## config.mk

```make
export PLATFORM = sky130hd
export DESIGN_NAME = sidecar_perm_cache
export DESIGN_NICKNAME = d
export VERILOG_FILES = /design/src/rtl/sidecar_perm_cache.sv
export SDC_FILE = /design/constraint.sdc
export NUM_CORES = 1
export LEC_CHECK = 0
export ABC_AREA = 0
export BUFFER_PORTS_ARGS = -buffer_cell sky130_fd_sc_hd__buf_2
export CORE_ASPECT_RATIO = 0.8
export CORE_UTILIZATION = 40
export CTS_CLUSTER_DIAMETER = 30
export DETAILED_ROUTE_END_ITERATION = 12
export GPL_TIMING_DRIVEN = 0
export PLACE_DENSITY = 0.62
export SETUP_SLACK_MARGIN = 0.15
export SYNTH_ARGS = -nofsm -noshare
export SYNTH_HDL_FRONTEND = slang
export SYNTH_SLANG_ARGS = --single-unit
```

## constraint.sdc

```tcl
create_clock -name clk -period 10.95 [get_ports clk]
set_clock_uncertainty 0.15 [all_clocks]
set_input_delay 2.19 -clock clk [delete_from_list [all_inputs] [get_ports clk]]
set_output_delay 2.19 -clock clk [all_outputs]
set_load 0.01 [all_outputs]
```

## src/rtl/sidecar_perm_cache.sv

```systemverilog
module sidecar_perm_cache #(
  parameter int NREG = 8,
  parameter int AW   = 32,
  parameter int OFFW = 32,
  localparam int NSC = NREG + 1,
  localparam int SW  = $clog2(NSC),
  localparam int RW  = $clog2(NREG)
) (
  input  logic            clk,
  input  logic            rst_n,
  input  logic            domain_chg,
  input  logic            wr_en,
  input  logic [RW-1:0]   wr_idx,
  input  logic            chk_valid,
  input  logic [RW-1:0]   chk_reg,
  input  logic [1:0]      chk_kind,
  input  logic [AW-1:0]   chk_addr,
  output logic            chk_ok,
  output logic            chk_fault,
  output logic [OFFW-1:0] chk_off,
  output logic            lkp_req,
  output logic [SW-1:0]   lkp_idx,
  output logic [AW-1:0]   lkp_addr,
  output logic [1:0]      lkp_kind,
  input  logic            fill_valid,
  input  logic [SW-1:0]   fill_idx,
  input  logic [AW-1:0]   fill_base,
  input  logic [AW-1:0]   fill_bound,
  input  logic [1:0]      fill_perm,
  input  logic [OFFW-1:0] fill_off
);

  logic [NSC-1:0]  vld;
  logic [AW-1:0]   base_q [NSC];
  logic [AW-1:0]   bnd_q  [NSC];
  logic [1:0]      perm_q [NSC];
  logic [OFFW-1:0] off_q  [NSC];

  logic [SW-1:0] sel;
  logic          in_rng, allow, covered;
  logic          fill_ok;

  assign sel     = chk_kind[1] ? SW'(NREG) : SW'(chk_reg);
  assign in_rng  = (base_q[sel] <= chk_addr) && (chk_addr <= bnd_q[sel]);
  assign covered = vld[sel] && in_rng;
  assign fill_ok = fill_valid && (fill_idx <= SW'(NREG));

  always_comb begin
    unique case (chk_kind)
      2'd0:    allow = perm_q[sel] != 2'd0;
      2'd1:    allow = perm_q[sel] == 2'd2;
      default: allow = perm_q[sel] == 2'd3;
    endcase
  end

  assign chk_ok    = chk_valid && covered && allow;
  assign chk_fault = chk_valid && covered && !allow;
  assign chk_off   = chk_ok ? off_q[sel] : '0;
  assign lkp_req   = chk_valid && !covered;
  assign lkp_idx   = sel;
  assign lkp_addr  = chk_addr;
  assign lkp_kind  = chk_kind;

  always_ff @(posedge clk or negedge rst_n) begin
    if (!rst_n) begin
      vld <= '0;
    end else if (domain_chg) begin
      vld <= '0;
    end else begin
      if (fill_ok) vld[fill_idx] <= 1'b1;
      if (wr_en)   vld[wr_idx]   <= 1'b0;
    end
  end

  always_ff @(posedge clk) begin
    if (fill_ok && !domain_chg) begin
      base_q[fill_idx] <= fill_base;
      bnd_q[fill_idx]  <= fill_bound;
      perm_q[fill_idx] <= fill_perm;
      off_q[fill_idx]  <= fill_off;
    end
  end

endmodule


```

==> results.json <==
{
  "num_io_pins": 221,
  "cp_data_arrival_time_ns": 8.09,
  "post_drt_wl_per_cell_um": 25.2,
  "drv_slew": 0,
  "grt_max_degree": 26,
  "post-route-min-period_ns": 10.43,
  "syn_nets": 2174,
  "status": "finished, final reports clean",
  "clkTransAtPathRegs_ns": 0.05,
  "crit_fanout": 10,
  "num_vias": 19700,
  "finalPower_mw": 8.89,
  "p_int_mw": 6.95,
  "cts.path.max_buffers": 3,
  "drtIter0Drc": 1693,
  "ctsHoldBuffers": 0,
  "ys_types": 49,
  "grt_pass1_wl_mm": 134,
  "critPathLaunchType": "input port",
  "synth_flop_cell": "edfxtp_1",
  "dp_slack_ns": 0.429,
  "grt.total_usage": 0.201,
  "syn_to_final_growth_pct": 23.2,
  "dp.cells": 3417,
  "drc": 0,
  "endpoint_kind": "output pin",
  "initial_core_util": 0.406,
  "htree_levels": 4,
  "setup_slack_ns": 0.517,
  "syn_avg_cell_area_um2": 18.6,
  "setup_tns_ns": 0,
  "grt_pass1_vias": 20200,
  "synth_cells": 1962,
  "finalWirelength_mm": 92.8,
  "rr_startpoint": "vld[2]$_DFF_PN0_",
  "synthArstFlopShare": 0.0101,
  "cts_buffers": 139,
  "die_area_mm2": 0.0926,
  "r2r_cells": 2,
  "power_density_mw_per_mm2": 197,
  "cts-root-buf": "clkbuf_16",
  "drv_cap": 0,
  "crit_start": "chk_kind[1]",
  "setup_viol": 0,
  "ir_worst_vdd_uv": 149,
  "finalHoldViolCount": 0,
  "clockPowerShare": 0.519,
  "clock.fmax_ghz": 0.0959,
  "port-buffer-count": 215,
  "layout-drive-gt1-share": 0.305,
  "stdcell_count": 3679,
  "grt-ovfl-total": 0,
  "worstPathCellList": "buf_2 -> buf_4 -> clkbuf_1 -> clkbuf_1 -> clkbuf_1 -> a21oi_1 -> ha_1 -> nand4_1 -> nor4_1 -> nand2_1 -> a22oi_1 -> nand4_2 -> buf_2 -> nor3_2 -> buf_2",
  "rows": 98,
  "p_sw_mw": 1.94,
  "hpwl_mm": 61.5,
  "whs_endpoint": "vld[8]$_DFFE_PN0P_",
  "syn-cell-area_mm2": 0.0366,
  "clock_latency_ns": 0.71,
  "avgViaCountPerCell": 5.35,
  "seq_area_frac_synth": 0.730,
  "slew_headroom": 0.265,
  "synth_edf_count": 882,
  "hold_depth": 1,
  "fp.dieH_um": 272,
  "cts_tree": "done",
  "timing.rr.end": "vld[2]$_DFF_PN0_",
  "crit_slowest_cell": "clkbuf_1",
  "post_cts_buffers": 0,
  "antenna_found_initial": 18,
  "core_mm2": 0.0900,
  "fill_cells": 7371,
  "rsz0062_at_grt": "no",
  "final_antenna_net_count": 0,
  "postLayoutCellArea_mm2": 0.0450,
  "first_pass_iters": 6,
  "ff2ff_setup_slack_ns": 9.97,
  "finalCritPeriodShare": 0.953,
  "critPathRequiredTime_ns": 8.61,
  "numClockSinks": 891,
  "postPlaceCellArea_mm2": 0.0401,
  "swShare": 0.219,
  "p_leak_nw": 15.8,
  "holdCritPathClass": "reg -> reg",
  "yosys_warnings": 0,
  "hp-start": "vld[8]$_DFFE_PN0P_",
  "hold-worst-slack_ns": 0.356,
  "final_nets": 2570,
  "die_w_um": 340,
  "tightestPinTransition_ns": 1.10,
  "cp_slowest_stage_delay_ns": 0.73,
  "place.gp.congestion": 0.804,
  "pwr-share-seq": 0.428,
  "synth_seq_cells": 891,
  "combPwrFrac": 0.053,
  "final_core_util": 0.500,
  "criticalPathCategory": "in -> out"
}
per-layer routing:
layer | vias up | part of all wire | GRT usage
met5 | - | 0.0011 | 0
met4 | 18 | 0.018 | 0.0584
met3 | 160 | 0.075 | 0.0453
met2 | 777 | 0.49 | 0.333
met1 | 10000 | 0.41 | 0.264
li1 | 8677 | - | -
cells in the mapped netlist, drive strengths merged, types with 2 or more instances:
| master | number | share of area |
|---|---|---|
| nand4 | 17 | 0.0031 |
| nand2b | 2 | 0.00055 |
| a21o | 7 | 0.0014 |
| dfrtp | 9 | 0.0062 |
| edfxtp | 882 | 0.72 |
| a21oi | 92 | 0.013 |
| nor2 | 89 | 0.0091 |
| ha | 64 | 0.022 |
| nor3 | 34 | 0.0086 |
| mux2i | 324 | 0.089 |
| mux4 | 120 | 0.074 |
| a31oi | 3 | 0.00051 |
| o211ai | 5 | 0.0010 |
| nand3b | 3 | 0.00062 |
| buf | 97 | 0.019 |
| nor4 | 3 | 0.00051 |
| clkbuf | 33 | 0.0034 |
| a311oi | 5 | 0.0012 |
| o21ai | 43 | 0.0059 |
| nand2 | 50 | 0.0052 |
| a211oi | 6 | 0.0012 |
| mux2 | 2 | 0.00062 |
| nor2b | 11 | 0.0019 |
| inv | 38 | 0.0039 |
| nand3 | 7 | 0.00096 |
area by class of cell:
cell class              count  area (um^2)  share of cell area
clock inverters           106         1400              0.0311
flip-flops and latches    891        26700               0.593
repair buffers            255         1930              0.0428
well taps                1200         1500              0.0333
plain buffers             130          817              0.0181
multi-input cells         903         8970               0.199
inverters                  38          143             0.00317
clock buffers             151         3570              0.0792
diodes                      5         12.5            0.000278
cells in the final DEF, fill, tap and decap left out, types with 7 or more instances in the layout:
| cell type | n |
|---|---|
| inv_1 | 37 |
| nand4_1 | 16 |
| clkinv_2 | 14 |
| clkinvlp_4 | 21 |
| clkinv_1 | 7 |
| clkbuf_16 | 141 |
| nor3_2 | 29 |
| clkinv_4 | 14 |
| nor2_1 | 80 |
| nand2_1 | 49 |
| o21ai_0 | 43 |
| edfxtp_1 | 882 |
| a21oi_1 | 92 |
| ha_1 | 64 |
| mux2i_1 | 324 |
| bufinv_16 | 24 |
| inv_6 | 15 |
| a21o_1 | 7 |
| nor2b_1 | 11 |
| dfrtp_1 | 9 |
| nand3_1 | 7 |
| mux4_2 | 120 |
| buf_12 | 33 |
| buf_2 | 249 |
| buf_6 | 17 |
| buf_16 | 7 |
| clkbuf_1 | 42 |
| buf_4 | 42 |
| nor2_4 | 9 |
how the worst max path moves through the flow:
stage	to	depth (start not counted)
after floorplan	chk_fault	17
after global placement	base_q[4][12]$_DFFE_PP_	4
after detailed placement	chk_off[29]	17
after CTS	chk_off[29]	17
after global routing	chk_off[29]	15
final	chk_off[30]	15
worst max-delay path, delay by kind of cell:
| kind | cells | cell delay (ns) |
|---|---|---|
| AOI/OAI and AO/OA | 2 | 0.64 |
| buffers and inverters | 7 | 3.12 |
| adders and majority gates | 1 | 0.40 |
| and+or+nand+nor | 5 | 1.67 |
state kept, by name, summed over array words and instances (netlist names):
name / count
off_q: 288
base_q: 288
vld: 9
bnd_q: 288
perm_q: 18
kinds of logic after synthesis:
family                   count (synthesis)  synth area share
buffers and inverters                  168            0.0262
adder cells (fa/ha/maj)                 64            0.0219
multiplexers                           446             0.163
flip-flops                             891             0.730
AO/OA/AOI/OAI                          170            0.0263
AND/OR/NAND/NOR                        223            0.0319
what timing repair did:
| item | in CTS | in global routing |
|---|---|---|
| setup endpoints to repair | 0 | 2 |
| resized for setup | 0 | 3 |
| hold endpoints to repair | 0 | 0 |
power groups by stage:
| stage | combinational, mW | sequential (mW) | clock (mW) |
|---|---|---|---|
| finish | 0.471 | 3.80 | 4.62 |
| global route | 0.507 | 3.80 | 4.83 |
| CTS | 0.473 | 3.80 | 4.68 |
| detailed placement | 0.471 | 3.87 | 0 |
| global placement | 0.450 | 3.88 | 0 |
| floorplan | 0.269 | 3.87 | 0 |
(Power assumes the default switching activity.)
